===== src/rtl/crc_pkg.sv =====
package crc_pkg;
    typedef enum logic {
        MODE_GEN = 1'b0,
        MODE_CHK = 1'b1
    } crc_mode_e;
endpackage


===== src/rtl/crc_lfsr_step.sv =====
// One serial division step: the incoming bit is combined with the bit
// leaving the top of the register, and that feedback folds in the polynomial.
module crc_lfsr_step #(
    parameter int              WIDTH = 16,
    parameter logic [WIDTH-1:0] POLY = 16'h1021
) (
    input  logic [WIDTH-1:0] rem_i,
    input  logic             bit_i,
    output logic [WIDTH-1:0] rem_o
);
    logic feedback;

    always_comb begin
        feedback = rem_i[WIDTH-1] ^ bit_i;
        rem_o    = {rem_i[WIDTH-2:0], 1'b0} ^ (feedback ? POLY : '0);
    end
endmodule


===== src/rtl/crc_out_fmt.sv =====
// Output formatting: optional bit reversal, then XOR, then optional byte reversal.
module crc_out_fmt #(
    parameter int               WIDTH     = 16,
    parameter bit               REFLECT   = 1'b0,
    parameter logic [WIDTH-1:0] XOR_OUT   = '0,
    parameter bit               BYTE_SWAP = 1'b0
) (
    input  logic [WIDTH-1:0] raw_i,
    output logic [WIDTH-1:0] fmt_o
);
    localparam int NBYTES = WIDTH / 8;
    localparam bit DO_SWAP = BYTE_SWAP && (WIDTH % 8 == 0) && (NBYTES > 1);

    logic [WIDTH-1:0] refl;
    logic [WIDTH-1:0] xored;

    generate
        if (REFLECT) begin : g_refl
            for (genvar i = 0; i < WIDTH; i++) begin : g_bit
                assign refl[i] = raw_i[WIDTH-1-i];
            end
        end else begin : g_norefl
            assign refl = raw_i;
        end
    endgenerate

    assign xored = refl ^ XOR_OUT;

    generate
        if (DO_SWAP) begin : g_swap
            for (genvar k = 0; k < NBYTES; k++) begin : g_byte
                assign fmt_o[8*k +: 8] = xored[8*(NBYTES-1-k) +: 8];
            end
        end else begin : g_noswap
            assign fmt_o = xored;
        end
    endgenerate
endmodule


===== src/rtl/crc_serial_engine.sv =====
module crc_serial_engine
    import crc_pkg::*;
#(
    parameter int               WIDTH     = 16,
    parameter logic [WIDTH-1:0] POLY      = 16'h1021,
    parameter logic [WIDTH-1:0] INIT      = '1,
    parameter logic [WIDTH-1:0] XOR_OUT   = '0,
    parameter bit               REFLECT   = 1'b0,
    parameter bit               BYTE_SWAP = 1'b0,
    parameter logic [WIDTH-1:0] RESIDUE   = '0
) (
    input  logic             clk_i,
    input  logic             rst_ni,
    input  logic             start_i,
    input  logic             check_i,
    input  logic             bit_valid_i,
    input  logic             bit_i,
    input  logic             end_i,
    output logic [WIDTH-1:0] crc_o,
    output logic             done_o,
    output logic             pass_o
);
    typedef struct packed {
        logic [WIDTH-1:0] rem;
        logic             busy;
        crc_mode_e        mode;
        logic             done;
        logic [WIDTH-1:0] res;
        logic             pass;
    } eng_st_t;

    eng_st_t st_d, st_q;

    logic [WIDTH-1:0] rem_step;
    logic [WIDTH-1:0] rem_final;
    logic [WIDTH-1:0] fmt_final;

    crc_lfsr_step #(
        .WIDTH (WIDTH),
        .POLY  (POLY)
    ) u_step (
        .rem_i (st_q.rem),
        .bit_i (bit_i),
        .rem_o (rem_step)
    );

    // A valid bit in the closing cycle still belongs to the message.
    assign rem_final = bit_valid_i ? rem_step : st_q.rem;

    crc_out_fmt #(
        .WIDTH     (WIDTH),
        .REFLECT   (REFLECT),
        .XOR_OUT   (XOR_OUT),
        .BYTE_SWAP (BYTE_SWAP)
    ) u_fmt (
        .raw_i (rem_final),
        .fmt_o (fmt_final)
    );

    always_comb begin
        st_d = st_q;
        if (start_i) begin
            st_d.rem  = INIT;
            st_d.busy = 1'b1;
            st_d.mode = check_i ? MODE_CHK : MODE_GEN;
            st_d.done = 1'b0;
            st_d.pass = 1'b0;
        end else if (st_q.busy) begin
            if (bit_valid_i) begin
                st_d.rem = rem_step;
            end
            if (end_i) begin
                st_d.rem  = rem_final;
                st_d.busy = 1'b0;
                st_d.done = 1'b1;
                st_d.res  = fmt_final;
                st_d.pass = (st_q.mode == MODE_CHK) && (rem_final == RESIDUE);
            end
        end
    end

    always_ff @(posedge clk_i or negedge rst_ni) begin
        if (!rst_ni) begin
            st_q <= '0;
        end else begin
            st_q <= st_d;
        end
    end

    assign crc_o  = st_q.res;
    assign done_o = st_q.done;
    assign pass_o = st_q.pass;

    // start loads the initial value
    a_r3_init_load: assert property (@(posedge clk_i) disable iff (!rst_ni)
        start_i |=> (st_q.rem == INIT));

    // start withdraws any previous result
    a_r6_start_drops_done: assert property (@(posedge clk_i) disable iff (!rst_ni)
        start_i |=> (!done_o && !pass_o));

    // no valid bit, no movement of the remainder
    a_r7_stall_holds: assert property (@(posedge clk_i) disable iff (!rst_ni)
        (st_q.busy && !start_i && !bit_valid_i) |=> $stable(st_q.rem));

    // end strobe on an open message produces a result next cycle
    a_r8_end_done: assert property (@(posedge clk_i) disable iff (!rst_ni)
        (st_q.busy && end_i && !start_i) |=> done_o);

    // result is frozen until the next start
    a_r8_hold: assert property (@(posedge clk_i) disable iff (!rst_ni)
        (done_o && !start_i) |=> (done_o && $stable(crc_o) && $stable(pass_o)));

    // generate mode never reports a pass
    a_r5_gen_no_pass: assert property (@(posedge clk_i) disable iff (!rst_ni)
        (done_o && st_q.mode == MODE_GEN) |-> !pass_o);
endmodule


===== config.mk =====
export PLATFORM = sky130hd
export DESIGN_NAME = crc_serial_engine
export DESIGN_NICKNAME = d
export VERILOG_FILES = /design/src/rtl/crc_pkg.sv /design/src/rtl/crc_lfsr_step.sv /design/src/rtl/crc_out_fmt.sv /design/src/rtl/crc_serial_engine.sv
export SDC_FILE = /design/constraint.sdc
export NUM_CORES = 1
export LEC_CHECK = 0
export BUFFER_PORTS_ARGS = -buffer_cell sky130_fd_sc_hd__buf_2
export CAP_MARGIN = 25
export CORE_MARGIN = 3
export CORE_UTILIZATION = 33
export CTS_CLUSTER_DIAMETER = 120
export DETAILED_ROUTE_END_ITERATION = 10
export GPL_ROUTABILITY_DRIVEN = 0
export HOLD_SLACK_MARGIN = 0.12
export PLACE_DENSITY = 0.53
export SETUP_SLACK_MARGIN = 0.1
export SLEW_MARGIN = 40
export SYNTH_ARGS = -nofsm -noshare
export SYNTH_HDL_FRONTEND = slang
export SYNTH_SLANG_ARGS = --single-unit

===== constraint.sdc =====
create_clock -name clk_i -period 1.3 [get_ports clk_i]
set_input_delay 0.26 -clock clk_i [delete_from_list [all_inputs] [get_ports clk_i]]
set_output_delay 0.26 -clock clk_i [all_outputs]
set_load 0.01 [all_outputs]

After elaboration in Yosys (flattened, before gate mapping)
Cells that the tools add are included.
- bits in registers: 36
- latch bits: 0
- RAM bits: 0
- memory bits (read-only): 0
- input bits: 7
- output and inout port bits: 18
- word-level logic and storage cells: 25
- memories kept: 0
- add/sub/neg operators: 0
- multiply operators: 0
- div/mod/pow operators: 0
- $lt $le $gt $ge: 0
- equal/unequal tests: 0
- shift operators: 0
- mux-type cells: 10
- bitwise logic cells: 3
- reduce and logical (&&, ||, !) cells: 6
- operator list (cell ; count):
    two-way mux 18 bit ; 2
    two-way mux 17 bit ; 2
    logical NOT 16 bit ; 1
    two-way mux 16 bit ; 1
    bitwise XOR 16 bit ; 1
    two-way mux 13 bit ; 1
    two-way mux 1 bit ; 4
    nonzero test 2 bit ; 2
    AND reduction 3 bit ; 1
    AND reduction 2 bit ; 1
    logical AND 1 bit ; 1
    NOT 1 bit ; 1
    bitwise XOR 1 bit ; 1

Logic depth before layout (Yosys ltp)
Gate-level depths: netlist of run 1.
- depth in word-level cells: 9
- depth in mapped cells: 5
- gate-level depth less buffers: 4

By module
Synthesis of run 1 repeated with hierarchy kept, for this count alone.
- cells, all modules: 183
- area total of the unflattened synthesis: 2104.5 µm²
- by module, submodules not included (module ; times used ; cells an instance ; area an instance (µm²) ; sequential area each (µm²)):
    crc_serial_engine ; 1 ; 150 ; 1823.0 ; 900.9
    crc_lfsr_step ; 1 ; 17 ; 161.4 ; 0.0
    crc_out_fmt ; 1 ; 16 ; 120.1 ; 0.0

Least setup slack after synthesis of run 1
No wires, ideal clock.
- kind: register to register
- start point: register st_q[26] (netlist name)
- end point: register st_q, in the netlist pass_o
- setup time: 0.066 ns
- data arrival time: 1.297 ns
- required time: 1.234 ns
- path slack: -0.063 ns
- cell stages (with the launch flop): 4
- buffers on the path: 0
- period minus slack after synthesis: 1.363 ns
- cell sequence: dfrtp_1 -> or4b_1 -> nor4_1 -> a31o_1
- cells in the longest elaborated chain, start to end: 7
- ends and longest elaborated chain (what ; RTL line ; text):
    from (decl) ; crc_serial_engine.sv:32 ; eng_st_t st_d, st_q;
    from (signal assigned) ; crc_serial_engine.sv:86 ; st_q <= st_d;
    bitwise XOR 16 bit ; crc_lfsr_step.sv:15 ; rem_o = {rem_i[WIDTH-2:0], 1'b0} ^ (feedback ? POLY : '0);
    two-way mux 16 bit * ; -- ;
    logical NOT 16 bit * ; crc_serial_engine.sv:77 ; st_d.pass = (st_q.mode == MODE_CHK) && (rem_final == RESIDUE);
    logical AND 1 bit * ; crc_serial_engine.sv:77 ;
    two-way mux 18 bit * ; crc_serial_engine.sv:72 ; if (end_i) begin
    two-way mux 18 bit * ; crc_serial_engine.sv:68 ; end else if (st_q.busy) begin
    two-way mux 1 bit * ; crc_serial_engine.sv:62 ; if (start_i) begin
Mark *: on every way between the ends. The rest lies on a longest branch, timed or not. The select of a mux whose other input is x is not followed.
A chain may end at the register's enable or synchronous reset.

Worst setup path after layout of run 1
- start point: register st_q[21] (netlist name)
- end point: register st_q, in the netlist pass_o
Same word-level chain as after synthesis.

==> reports/metrics.csv, run 1 <==
metric,value,unit
status,"finished, violations left",
violations,negative setup slack,
routed_via_density,5.072,
path_cells,or4b_1 -> nor4_1 -> a31o_1,
finalSetupViolCount,2,
crit_type,reg -> reg,
cp-start-kind,flop,
syn_area_per_cell,10.35,µm²
areaGrowthSynthToFinish,29.99,%
utilization,45.22,%
track_usage,13.38,%
drt_iter0_drc,91,
r2r_slack,-0.04,ns
detail_route.first_pass.iterations,4,
slowest_stage,or4b_1,
drive_gt1_share,38.46,%
cts-root-buf,clkbuf_8,
grt_pass1_wl,6624,µm
synth_cell_type_count,29,
grt_pass1_vias,1375,
crit_end,pass_o,
cap_violations,0,
regArea,902.1,µm²
crit_family,simple AND/OR/NAND/NOR gates,
r2r_end,pass_o,
path_max_fanout,2,
drc,0,
grt_max_degree,37,
ioPinCount,25,
place_area,2042,µm²
cts_buffers,5,
maxSlewHeadroom,81.39,%
fin_hold_ws,0.2058,ns
clk_pin_slew_worst_paths,0.07,ns
period_minus_slack,1.342,ns
finalSetupTns,-0.05539,ns
rows,26,
rsz0062_at_grt,true,
regToRegStartpoint,st_q[21],
ys_ff_latch,36,
io_buffers,24,
fin_ws,-0.04238,ns
grt-ovfl-total,0,
clkLatencyLatePin,0.29,ns
netlist_area,1810,µm²
initial_core_util,34.78,%
min_from,check_i,
floorplan.die_area,6411,µm²
final_cells,278,
synth_top_area_share,49.76,%
ant_nets,0,
worstSetupStartpoint,st_q[21],
path_depth,3,
fin_area,2354,µm²
antenna_found_initial,0,
wl,4268,µm
ys.warnings.count,0,
syn_inst,175,
synthTopCellsByArea,"dfrtp_1, mux2i_1, a211o_1",
powerDensity,1246,nW/µm²
multi_input_area,820.8,µm²
timing.fmax,744.9,MHz
p_leak,1.094,nW
antenna_cells,0,
clk_path_buf_depth,2,
synth_nets,182,
final.fill_count,510,
worst-endpoint-required,1.53,ns
hpwl,2707,µm
peakVddDrop,0.4230,mV
worst_pin_slew,0.2713,ns
hold_class,in -> reg,
die_w,80.07,µm
r2r_cells,3,
htreeDepth,2,
cp_slowest_stage_delay,0.52,ns
cp.arrival,1.57,ns
die_h,80.07,µm
report.final.hold_viol_count,0,
wl_per_cell,15.35,µm
fin_crit_sh,103.3,%
via_count,1410,
cp-end-kind,flop,
cts.sinks,36,
ys_seq_area_share,49.76,%
maxSlewViolCount,0,
dp_cells,262,
layout.nets,215,
core,5205,µm²
synth.largest_area_cell,dfrtp_1,
crit_buf_inv,0,
finClkSkew,0.006084,ns
cts_tree,done,
Yosys cell counts, drive strengths merged:
library cell / number
mux2i: 16
xor2: 1
buf: 20
and3: 12
or4b: 1
and3b: 1
a21o: 1
dfrtp: 36
nor3: 2
nand3b: 3
nor2: 7
nand2: 18
o21a: 1
nor4: 3
a31o: 1
clkbuf: 7
inv: 3
a211o: 15
xnor2: 2
nand3: 2
a211oi: 1
and2: 1
mux2: 2
o21ai: 16
a21oi: 3
metal layers:
layer | GRT usage, % | vias up | share of wire [%]
li1 | - | 672 | -
met4 | 4.054 | 0 | 1.2
met1 | 16.60 | 703 | 45
met3 | 3.475 | 6 | 3.7
met5 | 0 | - | 0
met2 | 22.68 | 29 | 50
through the flow:
| step | power, mW | worst slack, ns |
|---|---|---|
| after floorplan | 1.820 | -0.06259 |
| after global placement | 1.947 | -0.08178 |
| after detailed placement | 1.966 | -0.1128 |
| after CTS | 2.865 | -0.04082 |
| after global routing | 3.107 | -0.1007 |
| final | 2.932 | -0.04238 |
where the power goes:
group	internal (mW)	switching (mW)	leakage, nW
Clock	0.472	0.389	0.0503
Sequential	1.26	0.112	0.392
Combinational	0.356	0.337	0.652
worst min-delay path by stage:
stage	endpoint	cells past startpoint
6_report	st_q[18]	2
2_1_floorplan	crc_o[0]	0
3_3_place_gp	done_o	2
4_1_cts	st_q[18]	2
5_1_grt	st_q[18]	2
3_5_place_dp	st_q[19]	2
cells by family after synthesis:
kind of cell / synth area share (%)
multiplexers: 10.09
flip-flops: 49.76
buffers and inverters: 9.814
AO/OA/AOI/OAI: 14.31
AND/OR/NAND/NOR: 14.17
XOR/XNOR: 1.866
cells in the final DEF, fill, tap and decap left out, types with 4 or more instances in the layout:
master,count
clkbuf_8,7
buf_2,24
mux2i_1,16
buf_6,6
o21ai_2,5
nand2_1,11
and3_1,8
dfrtp_1,35
nand2_4,4
o21ai_1,4
a211o_1,14
o21ai_0,7
buf_4,17
nor2_1,7
registers in the layout, summed over array words and instances, names as in the netlist:
name and flops:
pass_o 1, crc_o 16, done_o 1, st_q 18
repair_timing:
| item | in CTS | in global routing |
|---|---|---|
| gates resized for setup | 11 | 26 |
| setup buffers | 2 | 2 |
| hold endpoints to repair | 36 | 0 |
| gates cloned | 1 | 3 |
| pin swaps | 5 | 12 |
| setup endpoints to repair | 31 | 22 |
| hold buffers | 1 | 0 |
cell type report:
class | count | share of cell area (%)
Clock buffer | 7 | 4.094
Inverter | 3 | 0.4785
Multi-Input combinational cell | 109 | 34.88
Sequential cell | 36 | 38.33
Tap cell | 70 | 3.721
Timing Repair Buffer | 53 | 18.50
Note: power is estimated with default switching activity, not from simulation.
==> inputs of run 2 (changes only) <==
--- a/config.mk
+++ b/config.mk
@@ -5,15 +5,15 @@
 export SDC_FILE = /design/constraint.sdc
 export NUM_CORES = 1
 export LEC_CHECK = 0
-export BUFFER_PORTS_ARGS = -buffer_cell sky130_fd_sc_hd__buf_2
 export CAP_MARGIN = 25
 export CORE_MARGIN = 3
 export CORE_UTILIZATION = 33
 export CTS_CLUSTER_DIAMETER = 120
 export DETAILED_ROUTE_END_ITERATION = 10
+export DONT_BUFFER_PORTS = 1
 export GPL_ROUTABILITY_DRIVEN = 0
 export HOLD_SLACK_MARGIN = 0.12
-export PLACE_DENSITY = 0.53
+export PLACE_DENSITY = 0.47
 export SETUP_SLACK_MARGIN = 0.1
 export SLEW_MARGIN = 40
 export SYNTH_ARGS = -nofsm -noshare
==> constraint.sdc (replaced) <==
create_clock -name clk_i -period 1.6 [get_ports clk_i]
set_input_delay 0.32 -clock clk_i [delete_from_list [all_inputs] [get_ports clk_i]]
set_output_delay 0.32 -clock clk_i [all_outputs]
set_load 0.01 [all_outputs]
==> reports/metrics.csv, run 2 (synthesis results as in run 1) <==
metric,value,unit,change
regMostFlops,st_q,,unchanged
rsz0062_at_grt,true,,unchanged
wl,3781,µm,was 4268 µm
die_w,80.07,µm,unchanged
areaGrowthSynthToFinish,10.50,%,was 29.99%
layout_common_cells,"dfrtp_1, nand2_1, mux2i_1, o21ai_0, a211o_1",,"was dfrtp_1, buf_2, buf_4"
cp-start-kind,flop,,unchanged
finalSetupTns,0,ns,was -0.05539 ns
maxSlewHeadroom,76.02,%,was 81.39%
maxSlewViolCount,0,,unchanged
report.final.hold_viol_count,0,,unchanged
wl_per_cell,16.02,µm,was 15.35 µm
p_sw_share,23.55,%,was 28.60%
worst_pin_slew,0.3559,ns,was 0.2713 ns
cts-root-buf,clkbuf_8,,unchanged
grt_pass1_wl,6430,µm,was 6624 µm
largest_register_ffs,18,,unchanged
routed_via_density,5.110,,was 5.072
layout.nets,172,,was 215
via_count,1206,,was 1410
die_h,80.07,µm,unchanged
r2r_cells,3,,unchanged
grt_use_met1,18.22,%,was 16.60%
place_area,1762,µm²,was 2042 µm²
clk_path_buf_depth,2,,unchanged
cap_violations,0,,unchanged
rows,26,,unchanged
drive_gt1_share,13.25,%,was 38.46%
period_minus_slack,1.432,ns,was 1.342 ns
hpwl,2550,µm,was 2707 µm
clkLatencyLatePin,0.28,ns,was 0.29 ns
io_buffers,0,,was 24
p_int,1.950,mW,was 2.093 mW
regToRegStartpoint,st_q[25],,was st_q[21]
htreeDepth,2,,unchanged
pwr-share-clk,43.2,%,was 29.4%
cts_tree,done,,unchanged
crit_type,reg -> reg,,unchanged
antenna_found_initial,0,,unchanged
floorplan.die_area,6411,µm²,unchanged
detail_route.first_pass.iterations,4,,unchanged
antenna_cells,0,,unchanged
track_usage,13.30,%,was 13.38%
grt_pass1_vias,1268,,was 1375
finClkSkew,0.003761,ns,was 0.006084 ns
gr-usage-met3,5.381,%,was 3.475%
cts_buffers,5,,unchanged
finalSetupViolCount,0,,was 2
r2r_end,pass_o,,unchanged
core,5205,µm²,unchanged
powerDensity,1275,nW/µm²,was 1246 nW/µm²
p_sw,0.6008,mW,was 0.8385 mW
ioPinCount,25,,unchanged
initial_core_util,34.78,%,unchanged
grt_max_degree,38,,was 37
cp.arrival,1.66,ns,was 1.57 ns
peakVddDrop,0.4848,mV,was 0.4230 mV
cts.sinks,36,,unchanged
final_common_cell,dfrtp_1,,unchanged
holdPathEnd,st_q[28],,was st_q[18]
final.fill_count,540,,was 510
fin_crit_sh,89.51,%,was 103.3%
clk_pin_slew_worst_paths,0.07,ns,about the same
fin_area,2001,µm²,was 2354 µm²
status,"finished, final reports clean",,"was finished, violations left"
path_max_fanout,5,,was 2
cp-end-kind,flop,,unchanged
min_from,start_i,,was check_i
timing.fmax,698.2,MHz,was 744.9 MHz
ant_nets,0,,unchanged
drt_iter0_drc,84,,was 91
p_leak,0.8838,nW,was 1.094 nW
r2r_slack,0.17,ns,was -0.04 ns
grt-ovfl-total,0,,unchanged
drc,0,,unchanged
gr-usage-met2,19.37,%,was 22.68%
gr-max-usage-layer,met2,,unchanged
hold_depth,1,,was 2
pwr-share-seq,45.9,%,was 47.0%
worst-endpoint-required,1.82,ns,was 1.53 ns
p_comb_share,10.9,%,was 23.7%
hold_class,in -> reg,,unchanged
[run 2: cell types whose count changed in the layout (fill, tap and decap cells not counted), moves of 3 or more]
cell       change
and3_1         +3
nand2_4        -4
o21ai_2        -5
o21ai_1        -4
buf_6          -6
buf_4         -10
and3_4         -3
o21ai_0        +9
bufinv_16      +3
buf_2         -24
nand2_1        +7
[run 2: worst max-delay path, stage by stage, from the launching register on]
cell     delay (ns)
dfrtp_1        0.42
or4b_1         0.54
nor4_2         0.26
a31o_1         0.16
[run 2: per-layer routing]
layer,vias to the layer above,routed length [µm]
met3,2,218
met2,26,1699
met4,0,18
met5,-,0
li1,580,-
met1,598,1846
[run 2: metrics by stage]
stage	worst slack, ns	utilization, %	hold slack, ns	total power, mW	cells
CTS	0.1167	37.67	0.1257	2.573	233
finish	0.1678	38.44	0.1341	2.551	236
global route	0.07078	38.44	0.1200	2.687	236
global placement	0.1739	33.85	0.02602	1.414	222
floorplan	0.2374	-	0.02441	1.477	175
detailed placement	0.1485	33.85	0.02578	1.428	222
[run 2: power groups by stage]
stage	combinational, mW	sequential [mW]	clock [mW]
after detailed placement	0.235	1.19	0
after global routing	0.321	1.19	1.17
final	0.278	1.17	1.10
after CTS	0.266	1.17	1.13
after global placement	0.228	1.19	0
after floorplan	0.369	1.11	0
[run 2: area by class of cell]
type	instances	area [µm²]	share of cell area [%]
Clock inverter	3	90.09	4.503
Clock buffer	5	68.82	3.440
Multi-Input combinational cell	109	749.5	37.46
Tap cell	70	87.58	4.378
Sequential cell	36	900.9	45.03
Inverter	3	11.26	0.5629
Timing Repair Buffer	10	92.59	4.628
[run 2: what timing repair did]
action                                  4_1_cts  5_1_grt
endpoints found under the setup margin        0        3
endpoints found under the hold margin        38        0
hold buffers                                  3        0
buffers inserted                              0        3
resized for setup                             0        2
[run 2: worst max-delay path by stage]
stage	from	endpoint	slack, ns	cells past startpoint
after floorplan	st_q[26]	pass_o	0.24	3
after global placement	st_q[35]	crc_o[12]	0.17	4
after detailed placement	st_q[35]	crc_o[12]	0.15	4
after CTS	st_q[35]	crc_o[12]	0.12	4
after global routing	st_q[35]	crc_o[5]	0.07	5
final	st_q[25]	pass_o	0.17	3
==> inputs of run 3 (changes only) <==
--- a/config.mk
+++ b/config.mk
@@ -7,15 +7,16 @@
 export LEC_CHECK = 0
 export CAP_MARGIN = 25
 export CORE_MARGIN = 3
-export CORE_UTILIZATION = 33
+export CORE_UTILIZATION = 55
 export CTS_CLUSTER_DIAMETER = 120
 export DETAILED_ROUTE_END_ITERATION = 10
 export DONT_BUFFER_PORTS = 1
 export GPL_ROUTABILITY_DRIVEN = 0
 export HOLD_SLACK_MARGIN = 0.12
-export PLACE_DENSITY = 0.47
+export PLACE_DENSITY = 0.7
 export SETUP_SLACK_MARGIN = 0.1
 export SLEW_MARGIN = 40
 export SYNTH_ARGS = -nofsm -noshare
 export SYNTH_HDL_FRONTEND = slang
+export SYNTH_HIERARCHICAL = 1
 export SYNTH_SLANG_ARGS = --single-unit
==> reports/metrics.csv, run 3 <==
metric,value,unit,change
clkLatencyLatePin,0.29,ns,was 0.28 ns
netlist_area,2105,µm²,was 1810 µm²
p_int,1.524,mW,was 1.950 mW
slowest_stage,or4b_4,,was or4b_1
antenna_cells,0,,unchanged
grt_pass1_vias,1170,,was 1268
min_from,start_i,,unchanged
ys.warnings.count,6,,was 0
finalSetupViolCount,3,,was 0
grt_pass1_wl,5878,µm,was 6430 µm
pwr-share-clk,27.2,%,was 43.2%
synthTopCellsByArea,"dfrtp_1, mux2_2, buf_4",,"was dfrtp_1, mux2i_1, a211o_1"
finClkSkew,0.003372,ns,was 0.003761 ns
synth_top_area_share,42.81,%,was 49.76%
finalSetupTns,-0.3211,ns,was 0 ns
rsz0062_at_grt,true,,unchanged
cp-end-kind,flop,,unchanged
p_comb_share,16.3,%,was 10.9%
ioPinCount,25,,unchanged
syn_area_per_cell,11.50,µm²,was 10.35 µm²
fin_ws,-0.1825,ns,was 0.1678 ns
synth_cell_type_count,27,,was 29
via_count,1104,,was 1206
gr-usage-met2,27.46,%,was 19.37%
core,3495,µm²,was 5205 µm²
cts-root-buf,clkbuf_8,,unchanged
final_cells,192,,was 236
ys_seq_area_share,42.81,%,was 49.76%
path_max_fanout,2,,was 5
synth-async-reset-ratio,100.0,%,unchanged
synth_edf_count,0,,unchanged
period_minus_slack,1.782,ns,was 1.432 ns
synth.most_common_cell,buf_4,,was dfrtp_1
die_h,67.86,µm,was 80.07 µm
cp_slowest_stage_delay,0.50,ns,was 0.54 ns
rows,21,,was 26
p_sw_share,27.00,%,was 23.55%
report.final.hold_viol_count,0,,unchanged
regMostFlops,st_q,,unchanged
wl,3528,µm,was 3781 µm
pre_cts_ws,-0.2390,ns,was 0.1485 ns
io_buffers,0,,unchanged
fin_crit_sh,111.4,%,was 89.51%
final_common_cell,dfrtp_1,,unchanged
floorplan.die_area,4604,µm²,was 6411 µm²
status,"finished, violations left",,"was finished, final reports clean"
grt-ovfl-total,0,,unchanged
peakVddDrop,0.4693,mV,was 0.4848 mV
pwr-share-seq,56.5,%,was 45.9%
layout_common_cells,"dfrtp_1, mux2_2, a211o_1",,"was dfrtp_1, nand2_1, mux2i_1, o21ai_0, a211o_1"
clk_pin_slew_worst_paths,0.06,ns,was 0.07 ns
layout.nets,155,,was 172
htreeDepth,2,,unchanged
cap_violations,0,,unchanged
initial_core_util,60.22,%,was 34.78%
worst_pin_slew,0.3205,ns,was 0.3559 ns
cts.sinks,36,,unchanged
drc,0,,unchanged
p_leak,0.7601,nW,was 0.8838 nW
dp_cells,181,,was 222
gr-max-usage-layer,met2,,unchanged
maxSlewViolCount,0,,unchanged
ys_ff_latch,36,,unchanged
routed_via_density,5.750,,was 5.110
synthFlopType,dfrtp_1,,unchanged
utilization,56.36,%,was 38.44%
violations,negative setup slack,,
drive_gt1_share,32.88,%,was 13.25%
synthTopCellsByCount,"buf_4, dfrtp_1, mux2_2",,"was dfrtp_1, nand2_1, buf_4, mux2i_1, o21ai_0"
drt_iter0_drc,61,,was 84
ant_nets,0,,unchanged
p_sw,0.5637,mW,was 0.6008 mW
areaGrowthSynthToFinish,-6.421,%,was 10.50%
grt_use_met1,22.47,%,was 18.22%
path_cells,xor3_1 -> or4b_4 -> nor3_4 -> a31oi_1 -> o31ai_1,,was or4b_1 -> nor4_2 -> a31o_1
maxSlewHeadroom,78.63,%,was 76.02%
die_w,67.86,µm,was 80.07 µm
antenna_found_initial,0,,unchanged
wl_per_cell,18.38,µm,was 16.02 µm
cts_buffers,5,,unchanged
synth_nets,190,,was 182
crit_type,reg -> reg,,unchanged
detail_route.first_pass.iterations,4,,unchanged
hold_class,in -> reg,,unchanged
cp.arrival,1.98,ns,was 1.66 ns
clk_path_buf_depth,2,,unchanged
track_usage,17.53,%,was 13.30%
hpwl,2181,µm,was 2550 µm
grt_max_degree,37,,was 38
final.fill_count,286,,was 540
synth.largest_area_cell,dfrtp_1,,unchanged
syn_inst,183,,was 175
worst-endpoint-required,1.80,ns,was 1.82 ns
largest_register_ffs,18,,unchanged
timing.fmax,561.0,MHz,was 698.2 MHz
regToRegStartpoint,st_q[35],,was st_q[25]
powerDensity,1060,nW/µm²,was 1275 nW/µm²
cp-start-kind,flop,,unchanged
gr-usage-met3,6.897,%,was 5.381%
worstSetupStartpoint,st_q[35],,was st_q[25]
cts_tree,done,,unchanged
[run 3: timing repair]
action                                  in CTS  in global routing
endpoints found under the hold margin       38                  4
hold buffers                                 3                  2
buffers inserted                             1                  0
endpoints found under the setup margin       2                  4
pin swaps                                    2                  1
resized for setup                            1                  2
[run 3: area by class of cell]
cell class | count | area [µm²] | share of cell area, %
sequential | 36 | 900.9 | 45.74
multi-input combinational | 90 | 814.5 | 41.36
timing repair buffer | 13 | 120.1 | 6.099
clock buffer | 5 | 68.82 | 3.494
tap | 46 | 57.56 | 2.922
inverter | 2 | 7.507 | 0.3812
[run 3: layer usage]
metal | vias up | part of all wire, % | routed length [µm]
li1 | 516 | - | -
met1 | 563 | 43 | 1517
met2 | 19 | 50 | 1772
met3 | 6 | 4.9 | 173
met4 | 0 | 1.8 | 65
met5 | - | 0 | 0
[run 3: worst paths after layout]
kind / endpoint / cells past startpoint / slack (ns)
min in group asynchronous: crc_o[3] / 2 / 0.49
worst max-delay path: pass_o / 5 / -0.18
max in group asynchronous: crc_o[0] / 2 / 0.92
worst min register to register: crc_o[0] / 1 / 0.58
worst max register to register: pass_o / 5 / -0.18
worst min-delay path: st_q[26] / 1 / 0.13
[run 3: power groups by stage]
stage               Clock, mW  Sequential [mW]  Combinational (mW)
floorplan                   0             1.11               0.538
global placement            0             1.19               0.288
detailed placement          0             1.20               0.300
CTS                     0.590             1.18               0.334
global route            0.641             1.20               0.378
finish                  0.567             1.18               0.340
[run 3: logic make-up after synthesis]
family          after synthesis  synth area share [%]
simple gates                 33                 9.632
flops                        36                 42.81
mux                          32                 17.30
buf+inv                      57                 19.20
compound gates               22                 8.383
xor+xnor                      3                 2.676
[run 3: per-stage QoR]
stage,hold slack (ns),area (µm²),total power [mW]
floorplan,0.02441,2105,1.653
global placement,0.02544,1818,1.482
detailed placement,0.02528,1818,1.497
CTS,0.1244,1939,2.105
global route,0.1225,1969,2.217
finish,0.1337,1969,2.088
[run 3: critical path, delay by kind of cell (launching register included)]
kind | cells | cell delay (ns)
AO/OA/AOI/OAI | 2 | 0.29
XOR/XNOR | 1 | 0.38
AND/OR/NAND/NOR | 2 | 0.62
flip-flops | 1 | 0.41
